**config.mk**
```make
export PLATFORM = sky130hd
export DESIGN_NAME = kbd_disp_port
export DESIGN_NICKNAME = d
export VERILOG_FILES = /design/src/rtl/kdp_pkg.sv /design/src/rtl/kdp_rst_sync.sv /design/src/rtl/kdp_kbd_chan.sv /design/src/rtl/kdp_disp_chan.sv /design/src/rtl/kbd_disp_port.sv
export SDC_FILE = /design/constraint.sdc
export NUM_CORES = 1
export LEC_CHECK = 0
export ABC_AREA = 0
export BUFFER_PORTS_ARGS = -buffer_cell sky130_fd_sc_hd__buf_2
export CORE_AREA = 2 2 60 62
export CTS_CLUSTER_DIAMETER = 200
export DETAILED_ROUTE_END_ITERATION = 16
export DIE_AREA = 0 0 62 64
export GPL_TIMING_DRIVEN = 0
export HOLD_SLACK_MARGIN = 0.12
export RECOVER_POWER = 100
export SLEW_MARGIN = 20
export SYNTH_ARGS = -nofsm -noshare
export SYNTH_HDL_FRONTEND = slang
export SYNTH_HIERARCHICAL = 1
export SYNTH_SLANG_ARGS = --single-unit
```
**constraint.sdc**
```tcl
create_clock -name clk -period 2.9 [get_ports clk]
set_input_delay 0.58 -clock clk [delete_from_list [all_inputs] [get_ports clk]]
set_output_delay 0.58 -clock clk [all_outputs]
set_load 0.02 [all_outputs]
```
**src/rtl/kdp_pkg.sv**
```systemverilog
package kdp_pkg;
  // Status bit positions (software masks depend on them)
  localparam int KST_LOST_BIT  = 0;
  localparam int KST_READY_BIT = 1;
  localparam int DST_FREE_BIT  = 2;

  typedef enum logic [1:0] {
    DSP_IDLE = 2'd0,
    DSP_SEND = 2'd1,
    DSP_DONE = 2'd2
  } kdp_dsp_state_e;

  typedef struct packed {
    logic rd_kdata;
    logic rd_kstat;
    logic wr_ddata;
  } kdp_strobe_t;
endpackage

```
**src/rtl/kdp_rst_sync.sv**
```systemverilog
module kdp_rst_sync #(
  parameter int STAGES = 2
) (
  input  logic clk,
  input  logic rst_n,
  output logic rst_n_sync
);
  logic [STAGES-1:0] sync_q;

  always_ff @(posedge clk or negedge rst_n) begin
    if (!rst_n) sync_q <= '0;
    else        sync_q <= {sync_q[STAGES-2:0], 1'b1};
  end

  assign rst_n_sync = sync_q[STAGES-1];
endmodule

```
**src/rtl/kdp_kbd_chan.sv**
```systemverilog
module kdp_kbd_chan #(
  parameter int DATA_W = 8
) (
  input  logic              clk,
  input  logic              rst_n,
  input  logic              key_valid,
  input  logic [DATA_W-1:0] key_char,
  input  logic              rd_data,
  input  logic              rd_stat,
  output logic [DATA_W-1:0] kdata,
  output logic              kready,
  output logic              klost
);
  logic [DATA_W-1:0] data_q;
  logic              rdy_q, rdy_n;
  logic              lost_q, lost_n;
  logic              data_en;

  assign data_en = key_valid;

  always_comb begin
    rdy_n  = rdy_q;
    lost_n = lost_q;
    if (key_valid) begin
      rdy_n = 1'b1;
      if (rdy_q && !rd_data) lost_n = 1'b1;
      else if (rd_stat)      lost_n = 1'b0;
    end else begin
      if (rd_data) rdy_n  = 1'b0;
      if (rd_stat) lost_n = 1'b0;
    end
  end

  always_ff @(posedge clk or negedge rst_n) begin
    if (!rst_n)       data_q <= '0;
    else if (data_en) data_q <= key_char;
  end

  always_ff @(posedge clk or negedge rst_n) begin
    if (!rst_n) begin
      rdy_q  <= 1'b0;
      lost_q <= 1'b0;
    end else begin
      rdy_q  <= rdy_n;
      lost_q <= lost_n;
    end
  end

  assign kdata  = data_q;
  assign kready = rdy_q;
  assign klost  = lost_q;

  assert_key_latch_R1: assert property (@(posedge clk) disable iff (!rst_n)
    key_valid |=> (kready && kdata == $past(key_char)));
  assert_key_hold_R1: assert property (@(posedge clk) disable iff (!rst_n)
    !key_valid |=> $stable(kdata));
  assert_read_clears_R2: assert property (@(posedge clk) disable iff (!rst_n)
    (rd_data && !key_valid) |=> !kready);
  assert_lost_set_R3: assert property (@(posedge clk) disable iff (!rst_n)
    (key_valid && kready && !rd_data) |=> klost);
  assert_lost_clear_R3: assert property (@(posedge clk) disable iff (!rst_n)
    (rd_stat && !key_valid) |=> !klost);
  assert_race_keeps_R9: assert property (@(posedge clk) disable iff (!rst_n)
    (key_valid && rd_data && !klost) |=> (kready && !klost));
endmodule

```
**src/rtl/kdp_disp_chan.sv**
```systemverilog
module kdp_disp_chan
  import kdp_pkg::*;
#(
  parameter int DATA_W = 8
) (
  input  logic              clk,
  input  logic              rst_n,
  input  logic              wr_data,
  input  logic [DATA_W-1:0] wdata,
  input  logic              sink_ready,
  output logic              sink_valid,
  output logic [DATA_W-1:0] sink_char,
  output logic              free
);
  kdp_dsp_state_e    state_q, state_n;
  logic [DATA_W-1:0] char_q;
  logic              char_en;

  assign char_en = (state_q == DSP_IDLE) && wr_data;

  always_comb begin
    state_n = state_q;
    unique case (state_q)
      DSP_IDLE: if (wr_data)    state_n = DSP_SEND;
      DSP_SEND: if (sink_ready) state_n = DSP_DONE;
      DSP_DONE:                 state_n = DSP_IDLE;
      default:                  state_n = DSP_IDLE;
    endcase
  end

  always_ff @(posedge clk or negedge rst_n) begin
    if (!rst_n) state_q <= DSP_IDLE;
    else        state_q <= state_n;
  end

  always_ff @(posedge clk or negedge rst_n) begin
    if (!rst_n)       char_q <= '0;
    else if (char_en) char_q <= wdata;
  end

  assign sink_valid = (state_q == DSP_SEND);
  assign sink_char  = char_q;
  assign free       = (state_q == DSP_IDLE);

  assert_write_takes_R5: assert property (@(posedge clk) disable iff (!rst_n)
    (wr_data && free) |=> (sink_valid && !free && sink_char == $past(wdata)));
  assert_offer_holds_R5: assert property (@(posedge clk) disable iff (!rst_n)
    (sink_valid && !sink_ready) |=> (sink_valid && $stable(sink_char)));
  assert_accept_drops_R6: assert property (@(posedge clk) disable iff (!rst_n)
    (sink_valid && sink_ready) |=> (!sink_valid && !free));
  assert_free_returns_R6: assert property (@(posedge clk) disable iff (!rst_n)
    (sink_valid && sink_ready) |-> ##2 free);
  assert_busy_write_ignored_R7: assert property (@(posedge clk) disable iff (!rst_n)
    (wr_data && !free) |=> $stable(sink_char));
  assert_free_xor_offer_R5: assert property (@(posedge clk) disable iff (!rst_n)
    !(free && sink_valid));
endmodule

```
**src/rtl/kbd_disp_port.sv**
```systemverilog
module kbd_disp_port
  import kdp_pkg::*;
#(
  parameter int              DATA_W    = 8,
  parameter int              ADDR_W    = 5,
  parameter int              RST_STAGE = 2,
  parameter logic [ADDR_W-1:0] OFS_KDATA = 5'h00,
  parameter logic [ADDR_W-1:0] OFS_KSTAT = 5'h04,
  parameter logic [ADDR_W-1:0] OFS_DDATA = 5'h10,
  parameter logic [ADDR_W-1:0] OFS_DSTAT = 5'h14
) (
  input  logic              clk,
  input  logic              rst_n,
  input  logic              bus_sel,
  input  logic              bus_we,
  input  logic [ADDR_W-1:0] bus_addr,
  input  logic [DATA_W-1:0] bus_wdata,
  output logic [DATA_W-1:0] bus_rdata,
  input  logic              key_valid,
  input  logic [DATA_W-1:0] key_char,
  output logic              disp_valid,
  output logic [DATA_W-1:0] disp_char,
  input  logic              disp_ready
);
  logic              rst_int_n;
  logic              bus_rd, bus_wr;
  kdp_strobe_t       strobe;
  logic [DATA_W-1:0] kdata, kstat, dstat;
  logic              kready, klost, dfree;

  kdp_rst_sync #(.STAGES(RST_STAGE)) u_rst (
    .clk(clk), .rst_n(rst_n), .rst_n_sync(rst_int_n)
  );

  assign bus_rd = bus_sel && !bus_we;
  assign bus_wr = bus_sel &&  bus_we;

  always_comb begin
    strobe          = '0;
    strobe.rd_kdata = bus_rd && (bus_addr == OFS_KDATA);
    strobe.rd_kstat = bus_rd && (bus_addr == OFS_KSTAT);
    strobe.wr_ddata = bus_wr && (bus_addr == OFS_DDATA);
  end

  kdp_kbd_chan #(.DATA_W(DATA_W)) u_kbd (
    .clk(clk), .rst_n(rst_int_n),
    .key_valid(key_valid), .key_char(key_char),
    .rd_data(strobe.rd_kdata), .rd_stat(strobe.rd_kstat),
    .kdata(kdata), .kready(kready), .klost(klost)
  );

  kdp_disp_chan #(.DATA_W(DATA_W)) u_disp (
    .clk(clk), .rst_n(rst_int_n),
    .wr_data(strobe.wr_ddata), .wdata(bus_wdata),
    .sink_ready(disp_ready), .sink_valid(disp_valid),
    .sink_char(disp_char), .free(dfree)
  );

  always_comb begin
    kstat = '0;
    kstat[KST_READY_BIT] = kready;
    kstat[KST_LOST_BIT]  = klost;
    dstat = '0;
    dstat[DST_FREE_BIT]  = dfree;
  end

  always_comb begin
    bus_rdata = '0;
    if (bus_rd) begin
      unique case (bus_addr)
        OFS_KDATA: bus_rdata = kdata;
        OFS_KSTAT: bus_rdata = kstat;
        OFS_DDATA: bus_rdata = disp_char;
        OFS_DSTAT: bus_rdata = dstat;
        default:   bus_rdata = '0;
      endcase
    end
  end

  assert_idle_bus_zero_R8: assert property (@(posedge clk) disable iff (!rst_int_n)
    !bus_rd |-> (bus_rdata == '0));
  assert_kbd_write_ignored_R7: assert property (@(posedge clk) disable iff (!rst_int_n)
    (bus_wr && !key_valid) |=> $stable(kdata));
endmodule

```
==> flow_summary_export.csv, run 1 <==
group,metric,value,unit
timing,finalSetupViolations,0,
detailed_routing,drt-initial-drc-count,8,
worst_hold_path,hold_class,"register to asynchronous set/reset pin",
placement,portBuffers,41,
clocking,clockRootBuffer,"clkbuf_4",
layout,diodes,0,
timing,period_needed,2.36,ns
detailed_routing,drc,0,
timing,layout_setup_ws,0.544,ns
global_routing,use_met1,0.161,
yosys,syn-num-nets,112,
setup_path,start_kind,"input pin",
setup_path,cp_data_required_time,2.32,ns
layout,drive_gt1_frac,0.366,
placement,place_ws,0.717,ns
setup_path,rrSetupSlack,1.47,ns
clocking,numCtsBuffers,3,
power,power_leakage,0.000612,µW
layout,final_cell_mix,"26 x buf_2, 22 x dfrtp_1, 17 x clkbuf_1",
yosys,ys_types,24,
yosys,synthCells,85,
power,p_per_area,461,mW/mm²
timing,rsz0062_at_grt,"no",
clocking,clk_latency,0.29,ns
run_status,outcome,"finished clean",
clocking,clkTransAtPathRegs,0.11,ns
floorplan,die_y,64,µm
setup_path,worstSetupPathType,"input pin to output pin",
placement,dp.cells,172,
job,cap_violations,0,
detailed_routing,drt_wl_total,2.21,mm
clocking,cts_buffer_depth,2,
timing,slew_violations,0,
floorplan,dieWidth,62,µm
layout,num-fill-cells,343,
setup_path,cp-end-kind,"output pin",
layout,fin_area,0.00136,mm²
global_routing,grt_usage,0.122,
timing,fmax,0.424,GHz
detailed_routing,post_drt_wl_per_cell,12.5,µm
global_routing,grt.met3_usage,0.0162,
clocking,clock-sinks,22,
timing,finalHoldViolations,0,
detailed_routing,via_per_inst,4.50,
placement,place_hpwl,1.69,mm
timing,worstMarginPinSlew,0.798,ns
timing,fin_skew,0.00173,ns
layout,area_growth_syn_to_layout,22.2,%
floorplan,coreArea,0.00328,mm²
yosys,avgSynthCellArea,13.1,µm²
clocking,ctsHtreeMaxLevel,1,
yosys,synth-seq-cells,22,
layout,nNetsFinal,159,
yosys,netlist_area,0.00111,mm²
global_routing,met2_usage,0.198,
global_routing,grt-ovfl-total,0,
clocking,cts_tree,"done",
placement,gp_congestion,0.708,
detailed_routing,drt_pre_antenna_iters,4,
setup_path,cp.arrival,1.78,ns
global_routing,grt_max_degree,21,
floorplan,dieArea,0.00397,mm²
yosys,ys_seq_area_frac,0.494,
power,irDropWorstVdd,146,µV
floorplan,std_cell_rows,21,
global_routing,first_global_vias,790,
layout,fin_cells,177,
layout,final_common_cell,"buf_2",
placement,dpl_cell_area,0.00138,mm²
detailed_routing,vias,797,
detailed_routing,ant_nets,0,
floorplan,ios,44,
setup_path,critPathMaxFanout,10,
floorplan,start_util,0.339,
timing,tns,0,ns
timing,period_share,0.812,
global_routing,top_usage_layer,"met2",
global_routing,antenna_found_initial,0,
global_routing,grt_pass1_wl,3.57,mm
timing,slew_headroom,0.468,
yosys,synth_warnings,6,
-- where the power goes --
part	total, µW	switching (µW)	internal, µW
sequential	357	22.4	334
clock	162	85.8	76.5
combinational	108	55.5	52.9
total	627	164	464
-- cell type report --
class | count | area, µm² | area share
well taps | 46 | 57.6 | 0.0423
inverters | 3 | 11.3 | 0.00827
plain buffers | 3 | 18.8 | 0.0138
repair buffers | 42 | 196 | 0.144
clock buffers | 4 | 36.3 | 0.0267
flip-flops and latches | 22 | 551 | 0.404
multi-input cells | 57 | 490 | 0.360
-- worst max-delay path, stage by stage --
cell	delay, ns
clkbuf_1	0.22
clkbuf_1	0.49
mux2i_1	0.15
nor2_1	0.10
clkbuf_1	0.23
-- metrics by stage --
| stage | hold WS [ns] | util | total power (µW) |
|---|---|---|---|
| 2_1_floorplan | 0.253 | - | 441 |
| 3_3_place_gp | 0.336 | 0.419 | 485 |
| 3_5_place_dp | 0.341 | 0.419 | 489 |
| 4_1_cts | 0.370 | 0.433 | 658 |
| 5_1_grt | 0.391 | 0.414 | 671 |
| 6_report | 0.340 | 0.414 | 627 |
-- cell usage after synthesis --
master,number,area [µm²]
dfrtp_1,22,551
nor2_1,10,37.5
mux2_4,9,135
mux2_2,8,90.1
mux2i_1,5,50.1
nand2b_1,4,25.0
inv_1,3,11.3
nor2b_1,3,18.8
a211oi_1,2,15.0
a311oi_1,2,17.5
buf_6,2,22.5
nand2_2,2,12.5
nor3b_2,2,25.0
a21o_2,1,8.76
a21oi_1,1,5.00
a32o_1,1,10.0
a32oi_1,1,8.76
and2_1,1,6.26
and2b_2,1,8.76
and4_1,1,8.76
buf_4,1,7.51
conb_1,1,3.75
nor3_4,1,16.3
nor3b_4,1,18.8
-- path summary, 6_finish.rpt --
path | depth (start not counted) | from | to
max in group asynchronous | 0 | u_rst/sync_q[1]$_DFF_PN0_ | u_kbd/kdata[7]$_DFFE_PN0P_
min in group clk | 0 | u_rst/sync_q[0]$_DFF_PN0_ | u_rst/sync_q[1]$_DFF_PN0_
max | 5 | bus_addr[4] | bus_rdata[6]
max reg2reg | 2 | u_disp/state_q[1]$_DFFE_PN0P_ | u_disp/sink_char[0]$_DFFE_PN0P_
min | 0 | u_rst/sync_q[1]$_DFF_PN0_ | u_disp/sink_char[4]$_DFFE_PN0P_
min reg2reg | 0 | u_rst/sync_q[1]$_DFF_PN0_ | u_disp/sink_char[4]$_DFFE_PN0P_
-- registers in the layout, summed over array words and instances (netlist names) --
name	count
u_disp/sink_char	8
u_disp/state_q	2
u_rst/sync_q	2
u_kbd/kdata	8
u_kbd/kready	1
u_kbd/klost	1
-- routing by layer --
layer / part of all wire / vias to the layer above
met5: 0 / -
met2: 0.50 / 27
met1: 0.43 / 382
met3: 0.064 / 0
met4: 0 / 0
li1: - / 388
-- timing repair --
item                                   in CTS  in global routing
resized for setup                           0                  0
endpoints found under the hold margin       2                  0
buffers inserted                            0                  0
hold buffers                                1                  0
-- cells by family (layout without fill, tap and decap cells) --
logic type / count (synthesis) / count (layout) / synth area share
multiplexers: 22 / 22 / 0.247
other: 1 / 1 / 0.00337
AND/OR/NAND/NOR: 26 / 26 / 0.160
buffers and inverters: 6 / 52 / 0.0371
flip-flops: 22 / 22 / 0.494
AO/OA/AOI/OAI: 8 / 8 / 0.0584
Note: power is estimated with default switching activity, not from simulation.
==> run 2: changes to the inputs <==
--- a/config.mk
+++ b/config.mk
@@ -5,12 +5,12 @@
 export SDC_FILE = /design/constraint.sdc
 export NUM_CORES = 1
 export LEC_CHECK = 0
-export ABC_AREA = 0
+export ABC_AREA = 1
 export BUFFER_PORTS_ARGS = -buffer_cell sky130_fd_sc_hd__buf_2
-export CORE_AREA = 2 2 60 62
+export CORE_AREA = 2 2 61 63
 export CTS_CLUSTER_DIAMETER = 200
 export DETAILED_ROUTE_END_ITERATION = 16
-export DIE_AREA = 0 0 62 64
+export DIE_AREA = 0 0 63 65
 export GPL_TIMING_DRIVEN = 0
 export HOLD_SLACK_MARGIN = 0.12
 export RECOVER_POWER = 100
==> constraint.sdc (replaced) <==
create_clock -name clk -period 2.25 [get_ports clk]
set_input_delay 0.45 -clock clk [delete_from_list [all_inputs] [get_ports clk]]
set_output_delay 0.45 -clock clk [all_outputs]
set_load 0.02 [all_outputs]
==> flow_summary_export.csv, run 2 <==
group,metric,value,unit
yosys,synth_async_sr_flop_share,1.00,
timing,tns,0,ns
clocking,numCtsBuffers,3,
layout,multiInputGateArea,498,µm²
setup_path,start_kind,"input pin",
layout,final_cell_mix,"60 x nand2_1, 24 x buf_2, 22 x dfrtp_1",
detailed_routing,drc,0,
setup_path,critPathMaxFanout,7,
clocking,cts_tree,"done",
yosys,synthCells,140,
detailed_routing,via_per_inst,4.47,
detailed_routing,post_drt_wl_per_cell,10.4,µm
clocking,clk_latency,0.30,ns
layout,diodes,0,
timing,period_share,0.886,
timing,slew_violations,0,
yosys,synth-seq-cells,22,
setup_path,slowest_delay,0.25,ns
layout,nNetsFinal,215,
detailed_routing,vias,1050,
timing,slew_headroom,0.479,
power,irDropWorstVdd,340,µV
setup_path,cp-end-kind,"output pin",
detailed_routing,drt_pre_antenna_iters,4,
timing,finalSetupViolations,0,
setup_path,cp_slowest_cell,"clkbuf_1",
worst_hold_path,hold_class,"register to asynchronous set/reset pin",
global_routing,grt_pass1_wl,4.38,mm
layout,num-fill-cells,389,
placement,place_hpwl,1.94,mm
yosys,yosys.area.top_type_share,0.484,
setup_path,path_buf_inv,2,
run_status,outcome,"finished clean",
clocking,cts_resized,0,
clocking,ctsHtreeMaxLevel,1,
yosys,syn-num-nets,167,
placement,gp_congestion,0.815,
yosys,yosysTopAreaCell,"dfrtp_1",
global_routing,grt_usage,0.134,
global_routing,first_global_vias,1038,
setup_path,crit_chain,"clkbuf_1 -> nor2_4 -> nand2_4 -> nor2_4 -> nand2_1 -> a21oi_1 -> clkbuf_1",
power,p_per_area,563,mW/mm²
timing,worstMarginPinSlew,0.782,ns
layout,area_growth_syn_to_layout,25.1,%
global_routing,antenna_found_initial,0,
floorplan,coreArea,0.00350,mm²
floorplan,std_cell_rows,22,
global_routing,grt-ovfl-total,0,
setup_path,crit_start,"bus_addr[3]",
yosys,synth-edff-count,0,
global_routing,grt_max_degree,21,
clocking,clockRootBuffer,"clkbuf_4",
yosys,synth_warnings,6,
yosys,ys_types,23,
power,power_leakage,0.000751,µW
layout,seq_area,551,µm²
yosys,netlist_area,0.00114,mm²
floorplan,ios,44,
floorplan,die_y,65,µm
floorplan,start_util,0.326,
floorplan,dieWidth,63,µm
yosys,ys_seq_area_frac,0.484,
yosys,synth_top_flop_cell,"dfrtp_1",
floorplan,dieArea,0.00410,mm²
setup_path,worstSetupPathType,"input pin to output pin",
timing,period_needed,1.99,ns
timing,fin_skew,0.00367,ns
job,cap_violations,0,
timing,whs,0.328,ns
timing,fmax,0.501,GHz
placement,portBuffers,42,
setup_path,reg2reg_from,"u_disp/state_q[1]$_DFFE_PN0P_",
timing,rsz0062_at_grt,"no",
layout,final_common_cell,"nand2_1",
layout,drive_gt1_frac,0.219,
yosys,yosys-top-cells-area,"dfrtp_1 48%, nand2_1 19%, nand3_1 5.3%",
yosys,yosysMostFrequentCell,"nand2_1",
clocking,cts_buffer_depth,2,
timing,finalHoldViolations,0,
clocking,hold_buffers,1,
detailed_routing,ant_nets,0,
detailed_routing,drt_wl_total,2.43,mm
detailed_routing,drt-initial-drc-count,13,
clocking,clkTransAtPathRegs,0.12,ns
clocking,clock-sinks,22,
setup_path,cp.arrival,1.54,ns
yosys,avgSynthCellArea,8.13,µm²
setup_path,path_delay_family,"simple AND/OR/NAND/NOR gates",
clocking,cts_setup_buffers,0,
setup_path,cp_data_required_time,1.80,ns
yosys,synth_common_cells,"59 x nand2_1, 22 x dfrtp_1, 12 x nand3_1, 10 x inv_1, 9 x nand4_1",
==> run 2: logic make-up after synthesis <==
| family | synth area share |
|---|---|
| simple gates | 0.411 |
| flops | 0.484 |
| buf+inv | 0.0725 |
| compound gates | 0.0297 |
| other cells | 0.00329 |
==> run 2: per-stage QoR <==
step / std cells / utilization / cell area [µm²] / total power (µW) / setup WS [ns]
floorplan: 140 / - / 1140 / 539 / 0.540
global placement: 230 / 0.403 / 1410 / 603 / 0.331
detailed placement: 230 / 0.403 / 1410 / 604 / 0.323
CTS: 235 / 0.416 / 1460 / 825 / 0.304
global route: 235 / 0.407 / 1420 / 856 / 0.118
finish: 235 / 0.407 / 1420 / 802 / 0.256
==> run 2: worst paths after layout <==
| check | endpoint | slack, ns | cells after the start |
|---|---|---|---|
| max | bus_rdata[3] | 0.26 | 7 |
| min | u_disp/sink_char[4]$_DFFE_PN0P_ | 0.33 | 0 |
| max reg2reg | u_disp/sink_char[1]$_DFFE_PN0P_ | 1.07 | 4 |
| min reg2reg | u_disp/sink_char[4]$_DFFE_PN0P_ | 0.33 | 0 |
| max in group asynchronous | u_kbd/kdata[0]$_DFFE_PN0P_ | 1.44 | 0 |
| min in group clk | u_disp/state_q[0]$_DFFE_PN0P_ | 0.33 | 2 |
==> run 2: where the power goes <==
group          internal (µW)  total, µW  switching, µW
Clock                   98.7        214            115
Combinational           46.9        129           82.4
Sequential               428        459           30.2
==> run 2: metal layers <==
layer / track usage / part of all wire / wire length, µm / vias up
li1: - / - / - / 549
met1: 0.176 / 0.47 / 1140 / 472
met2: 0.219 / 0.46 / 1120 / 27
met3: 0.0260 / 0.067 / 162 / 2
met4: 0.0500 / 0.0049 / 12 / 0
met5: 0 / 0 / 0 / -
==> run 2: cell type report <==
| class | instances | share of cell area |
|---|---|---|
| clock buffer | 4 | 0.0255 |
| tap | 48 | 0.0422 |
| buffer | 3 | 0.0158 |
| sequential | 22 | 0.387 |
| timing repair buffer | 43 | 0.139 |
| multi-input combinational | 102 | 0.350 |
| inverter | 13 | 0.0413 |
==> run 3: changes to the inputs <==
==> constraint.sdc (replaced) <==
create_clock -name clk -period 2.1 [get_ports clk]
set_input_delay 0.42 -clock clk [delete_from_list [all_inputs] [get_ports clk]]
set_output_delay 0.42 -clock clk [all_outputs]
set_load 0.02 [all_outputs]
==> flow_summary_export.csv, run 3 (same netlist as run 2, synthesis figures left out) <==
group,metric,value,unit
run_status,outcome,"finished clean",
worst_hold_path,hold_class,"input pin to register",
placement,dp.cells,230,
detailed_routing,post_drt_wl_per_cell,10.4,µm
detailed_routing,via_per_inst,4.45,
placement,portBuffers,42,
layout,final_cell_mix,"60 x nand2_1, 24 x buf_2, 22 x dfrtp_1",
layout,fin_cells,235,
detailed_routing,drt_wl_total,2.43,mm
layout,drive_gt1_frac,0.251,
timing,fmax,0.518,GHz
clocking,clock-sinks,22,
power,p_per_area,605,mW/mm²
setup_path,cp-end-kind,"output pin",
setup_path,reg2reg_from,"u_disp/state_q[1]$_DFFE_PN0P_",
placement,place_hpwl,1.94,mm
clocking,cts_buffer_depth,2,
global_routing,top_usage_layer,"met2",
timing,slew_violations,0,
floorplan,start_util,0.326,
global_routing,met2_usage,0.219,
timing,fin_skew,0.00314,ns
setup_path,crit_chain,"clkbuf_2 -> nor2_4 -> nand2_4 -> nor2_2 -> nand2_1 -> a21oi_1 -> clkbuf_1",
clocking,ctsHtreeMaxLevel,1,
job,cap_violations,0,
floorplan,dieWidth,63,µm
setup_path,critPathMaxFanout,7,
detailed_routing,vias,1046,
setup_path,worstSetupPathType,"input pin to output pin",
setup_path,cp.arrival,1.51,ns
clocking,cts_tree,"done",
timing,finalSetupViolations,0,
timing,slew_headroom,0.478,
timing,period_needed,1.93,ns
timing,tns,0,ns
placement,gp_congestion,0.815,
placement,place_ws,0.233,ns
detailed_routing,drt_pre_antenna_iters,4,
setup_path,rr_endpoint,"u_disp/sink_char[1]$_DFFE_PN0P_",
layout,nNetsFinal,215,
setup_path,cp_slowest_cell,"clkbuf_1",
timing,finalHoldViolations,0,
global_routing,grt_pass1_wl,4.38,mm
detailed_routing,ant_nets,0,
floorplan,coreArea,0.00350,mm²
clocking,numCtsBuffers,3,
setup_path,slowest_delay,0.24,ns
timing,layout_setup_ws,0.170,ns
layout,area_growth_syn_to_layout,24.3,%
power,total_power,856,µW
power,irDropWorstVdd,364,µV
worst_hold_path,hold_depth,2,
worst_hold_path,min_to,"u_disp/state_q[0]$_DFFE_PN0P_",
worst_hold_path,holdCritStartpoint,"disp_ready",
global_routing,grt_max_degree,21,
floorplan,dieArea,0.00410,mm²
timing,whs,0.299,ns
layout,diodes,0,
clocking,clk_latency,0.30,ns
clocking,cts_setup_buffers,0,
timing,worstMarginPinSlew,0.783,ns
timing,period_share,0.919,
setup_path,cp_data_required_time,1.68,ns
clocking,clkTransAtPathRegs,0.12,ns
layout,final_common_cell,"nand2_1",
detailed_routing,drt-initial-drc-count,16,
global_routing,antenna_found_initial,0,
setup_path,r2r_cells,4,
detailed_routing,drc,0,
global_routing,grt.met3_usage,0.0260,
floorplan,die_y,65,µm
global_routing,use_met1,0.176,
setup_path,rrSetupSlack,0.92,ns
layout,num-fill-cells,385,
setup_path,start_kind,"input pin",
global_routing,grt-ovfl-total,0,
power,power_leakage,0.000755,µW
floorplan,ios,44,
global_routing,first_global_vias,1038,
clocking,clockRootBuffer,"clkbuf_4",
timing,rsz0062_at_grt,"no",
global_routing,grt_usage,0.134,
floorplan,std_cell_rows,22,
## run 3: worst max-delay path, delay by kind of cell
family / cells / cell delay, ns
buf+inv: 2 / 0.36
compound gates: 1 / 0.14
simple gates: 4 / 0.59
## run 3: area by class of cell
type / instances / area, µm² / area share
plain buffers: 3 / 20.0 / 0.0141
clock buffers: 4 / 36.3 / 0.0256
inverters: 13 / 58.8 / 0.0416
multi-input cells: 102 / 484 / 0.342
flip-flops and latches: 22 / 551 / 0.389
well taps: 48 / 60.1 / 0.0424
repair buffers: 43 / 205 / 0.145
## run 3: worst max-delay path by stage
stage / to / slack (ns) / from
2_1_floorplan: bus_rdata[3] / 0.45 / bus_addr[3]
3_3_place_gp: bus_rdata[3] / 0.24 / bus_addr[3]
3_5_place_dp: bus_rdata[3] / 0.23 / bus_addr[3]
4_1_cts: bus_rdata[2] / 0.18 / u_disp/state_q[1]$_DFFE_PN0P_
5_1_grt: u_disp/sink_char[1]$_DFFE_PN0P_ / 0.03 / bus_addr[3]
6_report: bus_rdata[4] / 0.17 / bus_addr[3]
## run 3: report_power, final
part / switching (µW) / total (µW) / internal [µW]
Combinational: 86.8 / 136 / 49.7
Sequential: 32.2 / 491 / 459
Clock: 123 / 229 / 106
## run 3: what timing repair did
action | 4_1_cts | 5_1_grt
hold buffers | 1 | 0
endpoints found under the hold margin | 2 | 0
gates resized for setup | 0 | 0
## run 3: per-layer routing
metal  share of wire  up-vias  wire (µm)
met5               0        -          0
met2            0.46       27       1110
met4          0.0049        0         12
met1            0.47      470       1150
li1                -      547          -
met3           0.065        2        158
## run 3: metrics by stage
stage / util / area (µm²)
finish: 0.405 / 1420
global route: 0.405 / 1420
CTS: 0.416 / 1460
detailed placement: 0.403 / 1410
global placement: 0.403 / 1410
floorplan: - / 1140
